<file path="src/rtl/pwm_meter_pkg.sv">
package pwm_meter_pkg;

  // Sequencing of the serial divider.
  typedef enum logic [1:0] {
    DV_IDLE,
    DV_RUN,
    DV_DONE
  } div_state_e;

  // Width of the signed gain-stage result for a given scale, gain and shift.
  function automatic int res_width(input int frac_w, input int gain, input int shift);
    return frac_w + 2 + $clog2(gain + 1) - shift;
  endfunction

endpackage

</file>
<file path="src/rtl/pwm_sync_edge.sv">
module pwm_sync_edge #(
  parameter int STAGES = 2
) (
  input  logic clk,
  input  logic rst_n,
  input  logic pwm_async,
  output logic level,
  output logic rise
);

  logic [STAGES-1:0] chain;
  logic              level_d;

  generate
    if (STAGES == 1) begin : g_single
      always_ff @(posedge clk or negedge rst_n) begin
        if (!rst_n) chain <= '0;
        else        chain <= pwm_async;
      end
    end else begin : g_multi
      always_ff @(posedge clk or negedge rst_n) begin
        if (!rst_n) chain <= '0;
        else        chain <= {chain[STAGES-2:0], pwm_async};
      end
    end
  endgenerate

  always_ff @(posedge clk or negedge rst_n) begin
    if (!rst_n) level_d <= 1'b0;
    else        level_d <= chain[STAGES-1];
  end

  assign level = chain[STAGES-1];
  assign rise  = chain[STAGES-1] & ~level_d;

endmodule

</file>
<file path="src/rtl/pwm_phase_counter.sv">
module pwm_phase_counter #(
  parameter int CNT_W = 16
) (
  input  logic             clk,
  input  logic             rst_n,
  input  logic             level,
  input  logic             rise,
  output logic             per_stb,
  output logic [CNT_W-1:0] per_hi,
  output logic [CNT_W-1:0] per_lo,
  output logic             timeout
);

  localparam logic [CNT_W-1:0] CNT_MAX  = '1;
  localparam logic [CNT_W-1:0] CNT_NEAR = {{(CNT_W-1){1'b1}}, 1'b0};

  logic [CNT_W-1:0] hi_c;
  logic [CNT_W-1:0] lo_c;
  logic             armed;

  always_ff @(posedge clk or negedge rst_n) begin
    if (!rst_n) begin
      hi_c    <= '0;
      lo_c    <= '0;
      armed   <= 1'b0;
      per_stb <= 1'b0;
      per_hi  <= '0;
      per_lo  <= '0;
      timeout <= 1'b0;
    end else begin
      per_stb <= 1'b0;
      if (rise) begin
        // Close the running period (only once a full one has been seen)
        if (armed) begin
          per_stb <= 1'b1;
          per_hi  <= hi_c;
          per_lo  <= lo_c;
        end
        armed <= 1'b1;
        hi_c  <= CNT_W'(1);
        lo_c  <= '0;
      end else if (level) begin
        if (hi_c != CNT_MAX) begin
          hi_c <= hi_c + CNT_W'(1);
          if (hi_c == CNT_NEAR) timeout <= 1'b1;
        end
      end else begin
        if (lo_c != CNT_MAX) begin
          lo_c <= lo_c + CNT_W'(1);
          if (lo_c == CNT_NEAR) timeout <= 1'b1;
        end
      end
    end
  end

endmodule

</file>
<file path="src/rtl/pwm_ratio_divider.sv">
module pwm_ratio_divider
  import pwm_meter_pkg::*;
#(
  parameter int CNT_W  = 16,
  parameter int FRAC_W = 16
) (
  input  logic              clk,
  input  logic              rst_n,
  input  logic              start,
  input  logic [CNT_W-1:0]  hi_cnt,
  input  logic [CNT_W-1:0]  lo_cnt,
  output logic              busy,
  output logic              done,
  output logic [FRAC_W:0]   duty
);

  localparam int DVD_W  = CNT_W + FRAC_W + 1;
  localparam int DIV_W  = CNT_W + 1;
  localparam int REM_W  = CNT_W + 2;
  localparam int STEP_W = $clog2(DVD_W);
  localparam logic [STEP_W-1:0] LAST_STEP = STEP_W'(DVD_W - 1);

  div_state_e        st;
  logic [DVD_W-1:0]  sr;
  logic [REM_W-1:0]  rem;
  logic [DIV_W-1:0]  dvs;
  logic [STEP_W-1:0] step;

  logic [DIV_W-1:0]  sum_w;
  logic [DVD_W-1:0]  dvd_w;
  logic [REM_W-1:0]  trial;
  logic              fits;

  always_comb begin
    sum_w = {1'b0, hi_cnt} + {1'b0, lo_cnt};
    // Numerator scaled to full duty, plus half the divisor for rounding
    dvd_w = DVD_W'({hi_cnt, {FRAC_W{1'b0}}}) + DVD_W'(sum_w >> 1);
    trial = {rem[REM_W-2:0], sr[DVD_W-1]};
    fits  = trial >= {1'b0, dvs};
  end

  always_ff @(posedge clk or negedge rst_n) begin
    if (!rst_n) begin
      st   <= DV_IDLE;
      sr   <= '0;
      rem  <= '0;
      dvs  <= '0;
      step <= '0;
    end else begin
      case (st)
        DV_IDLE: begin
          if (start) begin
            sr   <= dvd_w;
            rem  <= '0;
            dvs  <= sum_w;
            step <= '0;
            st   <= DV_RUN;
          end
        end
        DV_RUN: begin
          rem <= fits ? (trial - {1'b0, dvs}) : trial;
          sr  <= {sr[DVD_W-2:0], fits};
          if (step == LAST_STEP) st <= DV_DONE;
          else                   step <= step + STEP_W'(1);
        end
        DV_DONE: st <= DV_IDLE;
        default: st <= DV_IDLE;
      endcase
    end
  end

  assign busy = (st != DV_IDLE);
  assign done = (st == DV_DONE);
  assign duty = sr[FRAC_W:0];

endmodule

</file>
<file path="src/rtl/pwm_duty_meter.sv">
module pwm_duty_meter
  import pwm_meter_pkg::*;
#(
  parameter int CNT_W       = 16,
  parameter int FRAC_W      = 16,
  parameter int GAIN        = 563,
  parameter int GAIN_SH     = 8,
  parameter int OVR_W       = 8,
  parameter int SYNC_STAGES = 2,
  localparam int RES_W      = res_width(FRAC_W, GAIN, GAIN_SH)
) (
  input  logic                    clk,
  input  logic                    rst_n,
  input  logic                    pwm_in,
  input  logic                    res_ready,
  output logic                    res_valid,
  output logic [CNT_W-1:0]        res_high,
  output logic [CNT_W-1:0]        res_low,
  output logic [FRAC_W:0]         res_duty,
  output logic signed [RES_W-1:0] res_value,
  output logic                    timeout,
  output logic [OVR_W-1:0]        overrun_cnt
);

  localparam int GAIN_W = $clog2(GAIN + 1);
  localparam int PROD_W = FRAC_W + 2 + GAIN_W;
  localparam logic signed [FRAC_W+1:0] HALF  = {2'b01, {(FRAC_W-1){1'b0}}};
  localparam logic signed [PROD_W-1:0] GAIN_S = PROD_W'(GAIN);
  localparam logic signed [PROD_W-1:0] ROUND  = PROD_W'(1) <<< (GAIN_SH - 1);
  localparam logic [OVR_W-1:0]         OVR_MAX = '1;

  logic             lvl, rise;
  logic             per_stb;
  logic [CNT_W-1:0] per_hi, per_lo;
  logic             div_busy, div_done;
  logic [FRAC_W:0]  div_duty;
  logic             accept, drop;
  logic [CNT_W-1:0] acc_hi, acc_lo;

  logic signed [FRAC_W+1:0] centred;
  logic signed [PROD_W-1:0] prod;
  logic signed [PROD_W-1:0] rounded;
  logic signed [RES_W-1:0]  value_w;

  pwm_sync_edge #(.STAGES(SYNC_STAGES)) u_sync (
    .clk      (clk),
    .rst_n    (rst_n),
    .pwm_async(pwm_in),
    .level    (lvl),
    .rise     (rise)
  );

  pwm_phase_counter #(.CNT_W(CNT_W)) u_count (
    .clk    (clk),
    .rst_n  (rst_n),
    .level  (lvl),
    .rise   (rise),
    .per_stb(per_stb),
    .per_hi (per_hi),
    .per_lo (per_lo),
    .timeout(timeout)
  );

  // One period in flight at most: divider free and output slot empty
  assign accept = per_stb & ~div_busy & ~res_valid;
  assign drop   = per_stb & ~accept;

  pwm_ratio_divider #(.CNT_W(CNT_W), .FRAC_W(FRAC_W)) u_div (
    .clk   (clk),
    .rst_n (rst_n),
    .start (accept),
    .hi_cnt(per_hi),
    .lo_cnt(per_lo),
    .busy  (div_busy),
    .done  (div_done),
    .duty  (div_duty)
  );

  // Gain stage: GAIN*(duty - half), rounded, arithmetic shift
  always_comb begin
    centred = $signed({1'b0, div_duty}) - HALF;
    prod    = PROD_W'(centred) * GAIN_S;
    rounded = prod + ROUND;
    value_w = RES_W'(rounded >>> GAIN_SH);
  end

  always_ff @(posedge clk or negedge rst_n) begin
    if (!rst_n) begin
      acc_hi      <= '0;
      acc_lo      <= '0;
      res_valid   <= 1'b0;
      res_high    <= '0;
      res_low     <= '0;
      res_duty    <= '0;
      res_value   <= '0;
      overrun_cnt <= '0;
    end else begin
      if (accept) begin
        acc_hi <= per_hi;
        acc_lo <= per_lo;
      end
      if (drop && overrun_cnt != OVR_MAX) overrun_cnt <= overrun_cnt + OVR_W'(1);
      if (div_done) begin
        res_valid <= 1'b1;
        res_high  <= acc_hi;
        res_low   <= acc_lo;
        res_duty  <= div_duty;
        res_value <= value_w;
      end else if (res_valid && res_ready) begin
        res_valid <= 1'b0;
      end
    end
  end

endmodule

</file>
<file path="config.mk">
export PLATFORM = sky130hd
export DESIGN_NAME = pwm_duty_meter
export DESIGN_NICKNAME = d
export VERILOG_FILES = /design/src/rtl/pwm_meter_pkg.sv /design/src/rtl/pwm_sync_edge.sv /design/src/rtl/pwm_phase_counter.sv /design/src/rtl/pwm_ratio_divider.sv /design/src/rtl/pwm_duty_meter.sv
export SDC_FILE = /design/constraint.sdc
export NUM_CORES = 1
export LEC_CHECK = 0
export BUFFER_PORTS_ARGS = -buffer_cell sky130_fd_sc_hd__buf_4
export CAP_MARGIN = 20
export CORE_MARGIN = 8
export CORE_UTILIZATION = 59
export CTS_CLUSTER_SIZE = 24
export DETAILED_ROUTE_END_ITERATION = 8
export PLACE_DENSITY = 0.88
export SETUP_SLACK_MARGIN = 0.2
export SLEW_MARGIN = 20
export SYNTH_ARGS = -nofsm -noshare
export SYNTH_HDL_FRONTEND = slang
export SYNTH_SLANG_ARGS = --single-unit
export TNS_END_PERCENT = 100
</file>
<file path="constraint.sdc">
create_clock -name clk -period 5 [get_ports clk]
set_input_delay 0.25 -clock clk [delete_from_list [all_inputs] [get_ports clk]]
set_output_delay 0.25 -clock clk [all_outputs]
set_load 0.005 [all_outputs]
</file>
Word-level counts from Yosys, hierarchy flattened
Cells that the tools add are included.
Storage, ports and cells
  input bits: 4
  output and inout bits: 79
  register bits after elaboration: 255
  word-level logic and storage cells: 101
Cells by class
  equality and inequality tests: 14
  add/sub/neg operators: 9
  multiply operators: 1
  bitwise logic cells: 9
  magnitude comparators: 1
  reductions and logical operators: 19
  mux-type cells: 26
Operators by type and width (number)
  $mux W16: 6
  $pmux W33 S2: 1
  $mux W17: 2
  $pmux W17 S2: 1
  $add A32 B16 Y33: 1
  $mux W33: 1
  $add A16 B1 Y16 const B: 2
  $eq A16 B16 Y1 const B: 2
  $ne A16 B16 Y1 const B: 2
  $add A28 B9 Y28 const B: 1
  $mul A18 B11 Y28 const B: 1
  $ge A18 B17 Y1: 1
  $sub A17 B16 Y18 const B: 1
  $add A16 B16 Y17: 1
  $sub A17 B17 Y17: 1
  $reduce_bool A2 Y1: 8
  $mux W6: 2
  $pmux W6 S2: 1
  $reduce_and A2 Y1: 6
  $mux W1: 9
  $add A8 B1 Y8 const B: 1
  $ne A8 B8 Y1 const B: 1
  $add A6 B1 Y6 const B: 1
  $eq A6 B6 Y1 const B: 1
  other kinds (12): 25

Depth between registers and ports, before layout
  word-level depth: 7
  depth in mapped cells: 18
  mapped depth without buffers: 18

Cells and area by module
Synthesis repeated with hierarchy kept, for this count alone.
Unflattened totals
  cell total of the unflattened synthesis: 1534
  area, all modules: 15743.8 µm²
Modules (own cells, without submodules)
  pwm_duty_meter: area an instance 7505.9 µm², instances 1, sequential area each 2752.6 µm², cells an instance 653
  pwm_ratio_divider: area an instance 5006.1 µm², instances 1, sequential area each 1876.8 µm², cells an instance 598
  pwm_phase_counter: area an instance 3143.0 µm², instances 1, sequential area each 1676.6 µm², cells an instance 279
  pwm_sync_edge: area an instance 88.8 µm², instances 1, sequential area each 75.1 µm², cells an instance 4

Least setup slack after synthesis
OpenSTA, ideal clock, no wires.
  path kind: reg-to-reg
  start point: register u_div.sr[3]
  end point: register res_value[19]
  stages on the path, launching flop included: 19
  required time: 4.872 ns
  setup time: 0.128 ns
  buffers on the path: 0
  clock period less this slack: 4.216 ns
  data arrival time: 4.088 ns
  slack: 0.784 ns
  cell sequence: dfrtp_1 > ha_1 > ha_1 > inv_1 > fa_1 > inv_1 > fa_1 > inv_1 > fa_1 > inv_1 > ha_1 > a21oi_1 > o21ai_0 > a31oi_2 > o31a_1 > o31ai_1 > a21oi_1 > mux2i_1 > nand3_1
On the way
  longest elaborated chain between the ends: 3
RTL lines
  start: declaration: RTL line pwm_ratio_divider.sv:24  | logic [DVD_W-1:0] sr;
  start signal: assignment: RTL line pwm_ratio_divider.sv:53  | sr <= dvd_w;
  start signal: assignment: RTL line pwm_ratio_divider.sv:62  | sr <= {sr[DVD_W-2:0], fits};
  $sub A17 B16 Y18: RTL line pwm_duty_meter.sv:81  | centred = $signed({1'b0, div_duty}) - HALF;
  $mul A18 B11 Y28: RTL line pwm_duty_meter.sv:82  | prod = PROD_W'(centred) * GAIN_S;
  $add A28 B9 Y28: RTL line pwm_duty_meter.sv:83  | rounded = prod + ROUND;
  end signal: assignment: RTL line pwm_duty_meter.sv:108  | res_value <= value_w;
  end: declaration: RTL line pwm_duty_meter.sv:20  | output logic signed [RES_W-1:0] res_value,
No other way between the ends.
A chain may end at the register's enable or synchronous reset.

Worst setup path in the final report
  start point: register u_div.sr[3]
  end point: register res_value[18]
The elaborated chain is that of the path after synthesis.

==> impl_metrics.py <==
metrics = {
    "clock_network": {
        "cts_buffer_depth": 3,
        "cts_tree": "built",
        "cts_buffers": 27,
        "cts_sinks": 255,
        "clkTransAtPathRegs_ps": 60,
        "insertion_delay_ps": 560,
        "h-tree-depth": 1,
        "root_buffer": "clkbuf_16",
    },
    "finish": {
        "nets": 1732,
        "drive_gt1_share_pct": 16.11,
        "syn2layout_area_growth_pct": 12.96,
        "nFillCells": 1804,
        "antennaDiodeCount": 0,
    },
    "synthesis": {
        "ys_seq_area_share_pct": 42.60,
        "ys_seq_elements": 255,
        "synth_cells": 1484,
        "synth_edf_count": 0,
        "async_flop_share_pct": 100.0,
        "syn_area_per_cell_um2": 10.09,
        "yosys.cell_types.count": 71,
        "ys_warn_count": 0,
        "synthFlopType": "dfrtp_1",
        "synth_nets": 1657,
        "syn_area_um2": 14980,
    },
    "global_route": {
        "grt_pass1_wl_um": 56840,
        "antenna_found_initial": 0,
        "first_global_vias": 11443,
        "grt.total_usage_pct": 22.20,
        "overflow": 0,
        "grt_max_degree": 137,
    },
    "floorplanning": {
        "fp.coreArea_um2": 25040,
        "initial_core_util_pct": 59.83,
        "die_h_um": 175.3,
        "die_w_um": 175.3,
        "rows": 58,
        "die-area_um2": 30740,
        "ios": 83,
    },
    "timing": {
        "setup_viol": 0,
        "slew_viol_final": 0,
        "finClkSkew_ps": 18.10,
        "rsz0062_at_grt": "no",
        "relSlewSlack_pct": 32.15,
        "setup_tns_ps": 0,
        "period_share_pct": 92.08,
        "min_period_ps": 4604,
        "worst_pin_slew_ps": 1017,
        "clock.fmax_mhz": 217.2,
        "finalHoldViolations": 0,
    },
    "routing": {
        "drtPass1Iterations": 5,
        "routedWlPerCell_um": 18.28,
        "ant_nets": 0,
        "routed_via_density": 5.879,
        "drc": 0,
        "first_iter_violations": 956,
        "vias": 11211,
        "wirelength_um": 34860,
    },
    "setup_path": {
        "path_class": "reg -> reg",
        "start_kind": "flop",
        "worst_ep_required_time_ps": 5420,
        "critical_path_depth": 19,
        "cp_max_fo": 8,
        "worstRegToRegCells": 19,
        "worstPathCellList": "ha_1, ha_1, inv_1, fa_1, inv_1, fa_1, inv_1, fa_1, inv_1, ha_1, a21oi_1, o21ai_0, a31oi_2, buf_4, o31a_1, o31ai_4, a21oi_1, xor2_1, o21ai_1",
        "cp_slowest_cell": "fa_1",
        "cp_slowest_stage_delay_ps": 530,
        "cp.arrival_ps": 5030,
        "crit_path_end_kind": "flop",
        "path_buf_inv": 5,
        "crit_family": "adder cells",
        "cp_common_cell": "inv_1",
    },
    "placed_design": {
        "gp_congestion": 0.8855,
        "dp_hpwl_um": 24720,
        "portBuffers": 82,
    },
    "job": {
        "cap_violations": 0,
    },
    "outcome": {
        "outcome": "completed",
    },
    "hold_path": {
        "hp-class": "in -> async",
    },
}
==> sequential cells by signal, summed over array words and instances, names as in the netlist, 6 cells and up <==
register	cells
u_count.per_hi	16
res_high	16
res_low	16
acc_lo	16
u_div.dvs	17
res_value	20
u_count.hi_c	16
u_div.sr	33
overrun_cnt	8
u_div.step	6
u_count.per_lo	16
u_count.lo_c	16
acc_hi	16
res_duty	17
u_div.rem	17
==> cells in the mapped netlist (3+ instances only) <==
master / number / share of area [%]
nand4_1: 18 / 0.75
o2111ai_1: 3 / 0.18
dfrtp_1: 255 / 43
or3_1: 9 / 0.38
fa_1: 44 / 5.9
o21ai_1: 5 / 0.17
and4_1: 7 / 0.41
nor4_1: 3 / 0.13
mux2_2: 78 / 5.9
nor2_1: 66 / 1.7
nor3b_1: 5 / 0.25
a21oi_1: 42 / 1.4
xnor2_1: 42 / 2.5
xor2_1: 29 / 1.7
clkbuf_1: 42 / 1.1
inv_1: 127 / 3.2
a2111oi_0: 3 / 0.18
a21o_1: 26 / 1.3
o211ai_1: 24 / 1.2
o211ai_2: 10 / 0.84
nand3_1: 61 / 2.0
buf_1: 6 / 0.15
nor3_1: 16 / 0.53
ha_1: 125 / 10
and3_1: 7 / 0.29
mux2i_1: 8 / 0.53
a22oi_1: 6 / 0.30
nand2b_1: 8 / 0.33
nor2b_1: 9 / 0.38
nand2_1: 239 / 6.0
o31ai_1: 6 / 0.30
a221o_1: 5 / 0.33
buf_6: 4 / 0.30
a31oi_1: 9 / 0.38
o21a_1: 8 / 0.40
o21ai_0: 79 / 2.6
a211oi_1: 3 / 0.15
==> path summary, 6_finish.rpt <==
path / from / to / slack [ps]
max: u_div.sr[3] / res_value[18] / 400
min: rst_n / res_value[9] / 300
max reg2reg: u_div.sr[3] / res_value[18] / 400
min reg2reg: u_sync.chain[0] / u_sync.chain[1] / 350
max in group asynchronous: rst_n / acc_hi[3] / 3480
min in group clk: pwm_in / u_sync.chain[0] / 340
==> placed cells by master, fill, tap and decap left out, types with 9 or more instances in the layout <==
master / synthesis / layout
mux2_2: 78 / 78
buf_4: 0 / 95
nand2_1: 239 / 239
xor2_1: 29 / 29
or3_1: 9 / 9
a31oi_1: 9 / 9
a21oi_1: 42 / 42
nor2_1: 66 / 65
fa_1: 44 / 44
ha_1: 125 / 125
nand4_1: 18 / 18
nor3_1: 16 / 16
inv_1: 127 / 127
xnor2_1: 42 / 42
o211ai_2: 10 / 10
o21ai_0: 79 / 79
clkbuf_16: 0 / 27
o211ai_1: 24 / 24
nand3_1: 61 / 60
a21o_1: 26 / 26
dfrtp_1: 255 / 253
==> cells by family (layout without fill, tap and decap cells) <==
group | Yosys count | count (layout) | synth area share, %
simple gates | 462 | 462 | 13.92
buf+inv | 182 | 275 | 4.853
xor+xnor | 71 | 71 | 4.152
compound gates | 259 | 259 | 11.75
flops | 255 | 255 | 42.60
fa+ha+maj | 169 | 169 | 16.32
mux | 86 | 86 | 6.399
==> layout make-up <==
type                       count  area, µm²  area share [%]
timing repair buffer         101      805.8           4.762
inverter                     127      476.7           2.817
clock inverter                17      226.5           1.338
multi-input combinational   1047       7908           46.74
clock buffer                  30      706.9           4.178
sequential                   255       6384           37.73
tap                          330      412.9           2.440
==> per-layer routing <==
metal | global-route usage (%) | wire length (µm) | vias to the layer above | part of all wire, %
met2 | 38.86 | 17450 | 342 | 50
li1 | - | - | 5250 | -
met1 | 26.91 | 14120 | 5508 | 41
met4 | 8.866 | 1467 | 0 | 4.2
met5 | 0 | 0 | - | 0
met3 | 3.779 | 1822 | 111 | 5.2
==> what timing repair did <==
item / 4_1_cts / 5_1_grt
resized for setup: 0 / 4
setup buffers: 0 / 2
hold buffers: 3 / 0
endpoints found under the hold margin: 121 / 0
endpoints found under the setup margin: 0 / 5
==> metrics by stage <==
stage          worst slack [ps]  cells  util [%]  hold WS, ps  area [µm²]
3_3_place_gp              500.7   1854     63.50        335.7       15900
4_1_cts                   200.0   1904     67.35        328.2       16860
5_1_grt                   213.4   1907     67.58        340.9       16920
2_1_floorplan             784.1   1484         -       -45.59       14980
6_report                  395.8   1907     67.58        304.5       16920
3_5_place_dp              209.0   1854     63.50        337.9       15900
Power is not shown: default switching activity piles up to over one toggle a cycle in this logic, so the estimate is an artifact.
